--- src/rtl/insn_seq_pkg.sv ---
package insn_seq_pkg;
    localparam int WORD_W = 16;
    localparam int OPC_W  = 4;
    localparam int OPD_W  = 6;
    localparam int LEN_W  = 2;
    localparam int A_LSB  = OPC_W;
    localparam int B_LSB  = OPC_W + OPD_W;

    localparam logic [OPC_W-1:0] OPC_EXT = '0;
    localparam logic [OPC_W-1:0] OPC_TEQ = 4'hC;
    localparam logic [OPC_W-1:0] OPC_TNE = 4'hD;
    localparam logic [OPC_W-1:0] OPC_TGT = 4'hE;
    localparam logic [OPC_W-1:0] OPC_TBT = 4'hF;
    localparam logic [OPD_W-1:0] EXT_CALL = 6'h01;

    typedef logic [WORD_W-1:0] word_t;

    typedef struct packed {
        logic [OPD_W-1:0] fb;
        logic [OPD_W-1:0] fa;
        logic [OPC_W-1:0] opc;
    } fields_t;

    typedef struct packed {
        logic [OPC_W-1:0] opc;
        logic [OPD_W-1:0] fa;
        logic [OPD_W-1:0] fb;
        logic [LEN_W-1:0] len;
        logic             cond_ok;
        logic             skip;
        logic [LEN_W-1:0] skip_len;
        word_t            next_pc;
        word_t            sp;
        logic             push;
        word_t            push_data;
        logic             call;
        logic             illegal;
    } result_t;

    function automatic fields_t split_word(word_t w);
        return fields_t'(w);
    endfunction

    // selector needs an extra word: indexed-by-register, absolute address, literal word
    function automatic logic sel_adds_word(logic [OPD_W-1:0] s);
        return (s[OPD_W-1:3] == 3'b010) || (s == 6'h1E) || (s == 6'h1F);
    endfunction

    function automatic logic is_test(logic [OPC_W-1:0] o);
        return o[OPC_W-1:OPC_W-2] == 2'b11;
    endfunction
endpackage

--- src/rtl/insn_len_dec.sv ---
module insn_len_dec
    import insn_seq_pkg::*;
(
    input  word_t            word_in,
    output fields_t          flds,
    output logic [LEN_W-1:0] words
);
    logic ext_form;
    logic cnt_a;
    logic cnt_b;

    always_comb begin
        flds     = split_word(word_in);
        ext_form = (flds.opc == OPC_EXT);
        cnt_b    = sel_adds_word(flds.fb);
        cnt_a    = !ext_form && sel_adds_word(flds.fa);
        words    = LEN_W'(1) + LEN_W'(cnt_a) + LEN_W'(cnt_b);
    end
endmodule

--- src/rtl/insn_cond_eval.sv ---
module insn_cond_eval
    import insn_seq_pkg::*;
(
    input  logic [OPC_W-1:0] opc,
    input  word_t            lhs,
    input  word_t            rhs,
    output logic             pass
);
    always_comb begin
        unique case (opc)
            OPC_TEQ: pass = (lhs == rhs);
            OPC_TNE: pass = (lhs != rhs);
            OPC_TGT: pass = (lhs > rhs);
            OPC_TBT: pass = |(lhs & rhs);
            default: pass = 1'b1;
        endcase
    end
endmodule

--- src/rtl/insn_flow_calc.sv ---
module insn_flow_calc
    import insn_seq_pkg::*;
(
    input  fields_t          flds,
    input  logic [LEN_W-1:0] cur_len,
    input  logic [LEN_W-1:0] nxt_len,
    input  logic             pass,
    input  word_t            pc,
    input  word_t            sp,
    input  word_t            target,
    output result_t          res
);
    logic  ext_form;
    word_t ret_pc;

    always_comb begin
        ext_form      = (flds.opc == OPC_EXT);
        ret_pc        = pc + WORD_W'(cur_len);
        res           = '0;
        res.opc       = flds.opc;
        res.fa        = flds.fa;
        res.fb        = flds.fb;
        res.len       = cur_len;
        res.cond_ok   = pass;
        res.call      = ext_form && (flds.fa == EXT_CALL);
        res.illegal   = ext_form && (flds.fa != EXT_CALL);
        res.skip      = is_test(flds.opc) && !pass;
        res.skip_len  = res.skip ? nxt_len : '0;
        res.sp        = res.call ? sp - WORD_W'(1) : sp;
        res.push      = res.call;
        res.push_data = res.call ? ret_pc : '0;
        res.next_pc   = res.call ? target : ret_pc + WORD_W'(res.skip_len);
    end
endmodule

--- src/rtl/insn_seq_ctl.sv ---
module insn_seq_ctl
    import insn_seq_pkg::*;
(
    input  logic              clk,
    input  logic              rst,
    input  logic              in_valid,
    input  logic [15:0]       instr,
    input  logic [15:0]       follow_instr,
    input  logic [15:0]       a_val,
    input  logic [15:0]       b_val,
    input  logic [15:0]       pc_in,
    input  logic [15:0]       sp_in,
    output logic              out_valid,
    output logic [3:0]        opcode,
    output logic [5:0]        field_a,
    output logic [5:0]        field_b,
    output logic [1:0]        length,
    output logic              cond_ok,
    output logic              skip_taken,
    output logic [1:0]        skip_len,
    output logic [15:0]       next_pc,
    output logic [15:0]       sp_out,
    output logic              push_en,
    output logic [15:0]       push_data,
    output logic              jsr_taken,
    output logic              illegal_evt
);
    localparam int NSLOT = 2;

    word_t            slot_word [NSLOT];
    fields_t          slot_flds [NSLOT];
    logic [LEN_W-1:0] slot_len  [NSLOT];

    assign slot_word[0] = instr;
    assign slot_word[1] = follow_instr;

    for (genvar g = 0; g < NSLOT; g++) begin : g_len
        insn_len_dec u_len (
            .word_in (slot_word[g]),
            .flds    (slot_flds[g]),
            .words   (slot_len[g])
        );
    end

    logic pass;

    insn_cond_eval u_cond (
        .opc  (slot_flds[0].opc),
        .lhs  (a_val),
        .rhs  (b_val),
        .pass (pass)
    );

    result_t res_d, res_q;
    logic    vld_q;

    insn_flow_calc u_flow (
        .flds    (slot_flds[0]),
        .cur_len (slot_len[0]),
        .nxt_len (slot_len[1]),
        .pass    (pass),
        .pc      (pc_in),
        .sp      (sp_in),
        .target  (b_val),
        .res     (res_d)
    );

    always_ff @(posedge clk) begin
        if (rst) begin
            vld_q <= 1'b0;
            res_q <= '0;
        end else begin
            vld_q <= in_valid;
            res_q <= in_valid ? res_d : '0;
        end
    end

    assign out_valid   = vld_q;
    assign opcode      = res_q.opc;
    assign field_a     = res_q.fa;
    assign field_b     = res_q.fb;
    assign length      = res_q.len;
    assign cond_ok     = res_q.cond_ok;
    assign skip_taken  = res_q.skip;
    assign skip_len    = res_q.skip_len;
    assign next_pc     = res_q.next_pc;
    assign sp_out      = res_q.sp;
    assign push_en     = res_q.push;
    assign push_data   = res_q.push_data;
    assign jsr_taken   = res_q.call;
    assign illegal_evt = res_q.illegal;
endmodule

--- config.mk ---
export PLATFORM = sky130hd
export DESIGN_NAME = insn_seq_ctl
export DESIGN_NICKNAME = d
export VERILOG_FILES = /design/src/rtl/insn_seq_pkg.sv /design/src/rtl/insn_len_dec.sv /design/src/rtl/insn_cond_eval.sv /design/src/rtl/insn_flow_calc.sv /design/src/rtl/insn_seq_ctl.sv
export SDC_FILE = /design/constraint.sdc
export NUM_CORES = 1
export LEC_CHECK = 0
export ABC_AREA = 1
export BUFFER_PORTS_ARGS = -buffer_cell sky130_fd_sc_hd__buf_2
export CORE_MARGIN = 5
export CORE_UTILIZATION = 30
export DETAILED_ROUTE_END_ITERATION = 6
export PLACE_DENSITY = 0.58
export SLEW_MARGIN = 5
export SYNTH_ARGS = -nofsm -noshare
export SYNTH_HDL_FRONTEND = slang
export SYNTH_SLANG_ARGS = --single-unit
--- constraint.sdc ---
create_clock -name clk -period 4.2 [get_ports clk]
set_input_delay 0.84 -clock clk [delete_from_list [all_inputs] [get_ports clk]]
set_output_delay 0.84 -clock clk [all_outputs]
set_load 0.01 [all_outputs]
After elaboration in Yosys (flattened, before gate mapping)
Cells that the tools add are included.
Storage, ports and cells
  logic and storage cells: 70
  bits in registers: 73
  output and inout port bits: 74
Operators by class
  magnitude comparators: 1
  muxes and demuxes: 4
  equality and inequality tests: 21
  $add $sub $neg: 7
  reductions and logical operators: 21
  bitwise logic cells: 3
Operator list (count)
  $eq 6x5->1 const B: 8
  $add 16x2->16: 2
  $mux 16: 2
  $and 16x16->16: 1
  $eq 16x16->1: 1
  $eq 4x4->1 const B: 4
  $gt 16x16->1: 1
  $ne 16x16->1: 1
  $reduce_or 16->1: 1
  $sub 16x1->16 const B: 1
  $eq 3x2->1 const B: 4
  $logic_not 4->1: 2
  $logic_or 1x1->1: 8
  $eq 6x1->1 const B: 1
  $ne 6x1->1 const B: 1
  $logic_and 1x1->1: 5
  $add 1x1->2 const A: 2
  $add 2x1->2: 2
  $pmux 1 s4: 1
  $logic_not 1->1: 3
  $reduce_or 3->1: 1
  $eq 2x2->1 const B: 1
  $mux 2: 1
  $not 1->1: 2
  $reduce_or 2->1: 1

Depth between registers and ports, before layout
  word-level depth: 9
  depth in mapped cells: 23

Modules after synthesis
A second synthesis with hierarchy kept.
Unflattened totals
  cell total of the unflattened synthesis: 746
  area, all modules: 5492.8 µm²
Modules (own cells, without submodules)
  insn_seq_ctl: area an instance 2631.3 µm², cells an instance 231, times used 1, seq. area each 1481.4 µm²
  insn_flow_calc: area an instance 1712.9 µm², cells an instance 336, times used 1, seq. area each 0.0 µm²
  insn_cond_eval: area an instance 770.7 µm², cells an instance 119, times used 1, seq. area each 0.0 µm²
  insn_len_dec: area an instance 188.9 µm², cells an instance 30, times used 2, seq. area each 0.0 µm²

Least setup slack after synthesis
Ideal clock, no wire load.
  kind: input port to flip-flop
  start point: input port instr[5]
  end point: register res_q, in the netlist next_pc[15]
  slack: 758 ps
  buffers on the path: 0
  data arrival time: 3324 ps
  setup time: 117 ps
  required time: 4083 ps
  stages on the path: 19
  cells stage by stage: inv_1 o21ai_0 nand4_1 ha_1 inv_1 ha_1 fa_1 ha_1 nand2_1 nand2_1 nand3_1 nor2_1 nand2_2 nor2_4 nand3_4 nor2_4 a21oi_1 nor2_1 nor2_1
Between the ends
  cells in the longest elaborated chain, start to end: 9
  elaborated cells on any way between the ends: 12
RTL lines
  start: declaration: RTL line insn_seq_ctl.sv:7  | input logic [15:0] instr,
  $eq 6x5->1: RTL line insn_seq_pkg.sv:46  | return (s[OPD_W-1:3] == 3'b010) || (s == 6'h1E) || (s == 6'h1F);
  $logic_or 1x1->1: RTL line insn_seq_pkg.sv:46
  $logic_or 1x1->1 (*): RTL line insn_seq_pkg.sv:46
  $logic_and 1x1->1 (*): RTL line insn_len_dec.sv:16  | cnt_a = !ext_form && sel_adds_word(flds.fa);
  $add 1x1->2 (*): RTL line insn_len_dec.sv:17  | words = LEN_W'(1) + LEN_W'(cnt_a) + LEN_W'(cnt_b);
  $add 2x1->2 (*): RTL line insn_len_dec.sv:17
  net g_len[0].u_len.words[0]: RTL line insn_len_dec.sv:6  | output logic [LEN_W-1:0] words
  $add 16x2->16 (*): RTL line insn_flow_calc.sv:18  | ret_pc = pc + WORD_W'(cur_len);
  net u_flow.ret_pc[1]: RTL line insn_flow_calc.sv:14  | word_t ret_pc;
  $add 16x2->16 (*): RTL line insn_flow_calc.sv:32  | res.next_pc = res.call ? target : ret_pc + WORD_W'(res.skip_len);
  $mux 16 (*): RTL line insn_flow_calc.sv:32
  end signal: assignment: RTL line insn_seq_ctl.sv:74  | res_q <= in_valid ? res_d : '0;
  end: declaration: RTL line insn_seq_ctl.sv:54  | result_t res_d, res_q;
The timed path passes the listed nets; every way through them passes the cells marked *.
A chain may end at the register's enable or synchronous reset.

Worst setup path after layout
  start point: input port instr[1]
  end point: register res_q, in the netlist next_pc[13]
Between the ends
  cells in the longest elaborated chain, start to end: 8
  elaborated cells on any way between the ends: 17
RTL lines
  $logic_not 4->1: RTL line insn_len_dec.sv:14  | ext_form = (flds.opc == OPC_EXT);
  $logic_not 1->1: RTL line insn_len_dec.sv:16
  $logic_and 1x1->1: RTL line insn_len_dec.sv:16
  $add 1x1->2: RTL line insn_len_dec.sv:17
  $add 2x1->2: RTL line insn_len_dec.sv:17
  net g_len[0].u_len.words[0]: RTL line insn_len_dec.sv:6
  $add 16x2->16: RTL line insn_flow_calc.sv:18
  net u_flow.ret_pc[1]: RTL line insn_flow_calc.sv:14
  $add 16x2->16: RTL line insn_flow_calc.sv:32
  $mux 16: RTL line insn_flow_calc.sv:32
The timed path passes the listed nets, and every way through them passes these cells.

==> summary.md <==
| Metric | Value |
|---|---|
| Number of antenna repair diodes | `0` |
| Die Outline Area | `16,200 sq um` |
| GPL Wtd Cong | `0.867` |
| Yosys warns | `0` |
| Time the final worst path needs with I/O delays and setup | `3.62 ns` |
| Post-synthesis to final-layout area growth | `33.8%` |
| Number of global-route vias before repair | `3,869` |
| Number of nets with antenna violations after routing | `0` |
| Distinct cell type count of the synthesized netlist | `37` |
| Master of the slowest instance on the critical path | `sky130_fd_sc_hd__fa_1` |
| Fill cell total of the finished layout | `1,464` |
| Endpoints failing setup | `0` |
| Share of post-route cells with drive strength above 1 | `29.0%` |
| Number of optimization iterations in the first detailed-route pass | `4` |
| FF+latch count, synth | `73` |
| Syn Inst Count | `571` |
| Wire length of the first global-routing pass | `19,200 um` |
| Unrepaired setup endpoints after global routing | `false` |
| Slew at the pin closest to its max-slew limit | `0.623 ns` |
| Share of the clock period used by the worst path | `86.2%` |
| Post-synth EDFFs | `0` |
| Die Width | `127 um` |
| Root buffer cell | `sky130_fd_sc_hd__clkbuf_16` |
| Number of I/O port buffers | `170` |
| Data required time at the worst endpoint | `4.48 ns` |
| I/O pin count | `173` |
| Finished Cell Area | `5520 sq um` |
| Final-report hold violation count | `0` |
| Outcome | `finished clean` |
| Drt wl/cell | `13.3 um` |
| Nets | `884` |
| Overall global routing resource usage | `15.0%` |
| Total grt overflow | `0` |
| Proportion of synthesized flip-flops having asynchronous set or reset | `0%` |
| Largest net degree at the start of global routing | `38` |
| Slew margin rel. | `58.3%` |
| Peak per-stage delay on the critical path | `0.51 ns` |
| CTS Sinks | `73` |
| Netlist Area Pre-Place | `4130 sq um` |
| H-Tree Depth | `3` |
| CTS hold repair buffers | `0` |
| Pins Over Slew Limit | `0` |
| Sequence of cells on the critical path | `buf_2, nor2_1, nand3_1, nand4_1, ha_1, inv_1, ha_1, fa_1, ha_1, nand2_1, nand2_1, nand3_1, nor2_1, nand2_2, nor2_4, nand3_4, nor2_4, nand3_1, nand3_1, nand2_1, inv_1` |
| Number of buffers added by the clock tree synthesis step | `9` |
| LEAKAGE | `3.00 nW` |
| Pwr Total | `1.89 mW` |
| Critical Path Start Type | `primary input` |
| Post-CTS repair timing setup buffer count | `0` |
| Synthesized net count | `711` |
| Placed inst area | `5180 sq um` |
| Number of gates resized after CTS | `0` |
| Initial antenna violation count | `1` |
| Kind of capture point of the worst setup path | `register` |
| Post-detail-place hpwl | `10,100 um` |
| Sum Neg Setup Slack | `0 ns` |
| Hold WS | `0.724 ns` |
| Num rows | `42` |
| Power density over the cells | `342 nW/um^2` |
| Commonest non-fill, non-tap cell in the layout | `sky130_fd_sc_hd__buf_2` |
| DIE HEIGHT | `127 um` |
| Data arrival time of the critical path | `3.90 ns` |
| Worst Path Max Fanout | `4` |
| Worst path most repeated cell | `sky130_fd_sc_hd__nand3_1` |
| Count of vias placed by the detailed router | `4,024` |
| Highest attainable clock frequency | `276 MHz` |
| Clock tree buffer depth | `2` |
| Starting utilization of the core area | `30.9%` |
| Sequential area share after synthesis | `35.4%` |
| Reg clk slew, reported paths | `0.06 ns` |
| Class of the tightest hold or removal check | `primary input to register` |
| Initial drt markers | `192` |
| CTS tree | `yes` |
| Ys flop type | `sky130_fd_sc_hd__dfxtp_1` |
| Core area | `13,300 sq um` |
| Maximum ir drop on the vdd rail | `0.233 mV` |
| Maximum Capacitance Violations | `0` |
| Critical path start-end classification | `primary input to register` |
| Number of remaining DRC errors | `0` |
| Most used cells in the layout excluding fill and tap cells | `170 x sky130_fd_sc_hd__buf_2, 106 x sky130_fd_sc_hd__nand2_1, 86 x sky130_fd_sc_hd__nor2_1` |
| Final routed wirelength across all metal layers | `12,300 um` |
| Avg Inst Size Synth | `7.23 sq um` |
| Via-to-Cell Ratio | `4.35` |
cell usage after synthesis (2+ instances only):
cell type,instances,share of area (%)
sky130_fd_sc_hd__a21oi_1,33,4.0
sky130_fd_sc_hd__buf_2,2,0.24
sky130_fd_sc_hd__clkbuf_1,8,0.73
sky130_fd_sc_hd__dfxtp_1,73,35
sky130_fd_sc_hd__fa_1,2,0.97
sky130_fd_sc_hd__ha_1,39,12
sky130_fd_sc_hd__inv_1,81,7.4
sky130_fd_sc_hd__inv_2,2,0.18
sky130_fd_sc_hd__nand2_1,106,9.6
sky130_fd_sc_hd__nand2_2,10,1.5
sky130_fd_sc_hd__nand3_1,34,4.1
sky130_fd_sc_hd__nand3b_1,5,0.91
sky130_fd_sc_hd__nand4_1,10,1.5
sky130_fd_sc_hd__nor2_1,86,7.8
sky130_fd_sc_hd__nor2_2,5,0.76
sky130_fd_sc_hd__nor2_4,5,1.4
sky130_fd_sc_hd__nor3_1,7,0.85
sky130_fd_sc_hd__nor4_1,6,0.91
sky130_fd_sc_hd__o21ai_0,24,2.9
sky130_fd_sc_hd__o22ai_1,5,0.76
sky130_fd_sc_hd__xor2_1,12,2.5
worst max-delay path: cells and delay by family:
family | cells | cell delay, ns
simple gates | 14 | 1.50
fa+ha+maj | 4 | 1.33
buf+inv | 3 | 0.23
cells by family after synthesis:
logic type,share of synthesized area (%)
AND/OR/NAND/NOR,31.0
buffers and inverters,8.88
flip-flops,35.4
AO/OA/AOI/OAI,8.46
adder cells (fa/ha/maj),12.8
XOR/XNOR,3.43
final timing paths:
kind	from	endpoint	cells past startpoint
max	instr[1]	next_pc[13]$_SDFF_PP0_	21
min	instr[10]	field_b[0]$_SDFF_PP0_	3
layout make-up:
type / instances / area (sq um) / share of cell area (%)
Multi-Input combinational cell: 402 / 2300 / 41.6
Sequential cell: 73 / 1460 / 26.5
Timing Repair Buffer: 174 / 881 / 16.0
Inverter: 84 / 315 / 5.71
Clock buffer: 11 / 243 / 4.40
Tap cell: 176 / 220 / 3.99
Clock inverter: 5 / 103 / 1.86
power breakdown:
group	total, mW	internal [mW]	switching (mW)
clock network	0.890	0.595	0.294
logic	0.279	0.113	0.166
registers	0.721	0.716	0.00565
state kept, by name, summed over array words and instances (netlist names), 2 cells and up:
register   flops
sp_out        16
skip_len       2
field_a        6
opcode         4
push_data     16
length         2
next_pc       16
field_b        6
metrics by stage:
| stage | std cells | setup WS, ns | utilization, % |
|---|---|---|---|
| after detailed placement | 909 | 0.248 | 38.8 |
| after global routing | 925 | 0.201 | 41.4 |
| after floorplan | 571 | 0.758 | - |
| final | 925 | 0.581 | 41.4 |
| after CTS | 925 | 0.597 | 41.4 |
| after global placement | 909 | 0.260 | 38.8 |
routing by layer:
metal	vias up	wire (um)	track usage [%]
met5	-	11	0
met4	2	165	4.92
met3	13	851	3.01
met2	112	5520	23.9
met1	1732	5730	20.2
li1	2165	-	-
Note: power is estimated with default switching activity, not from simulation.
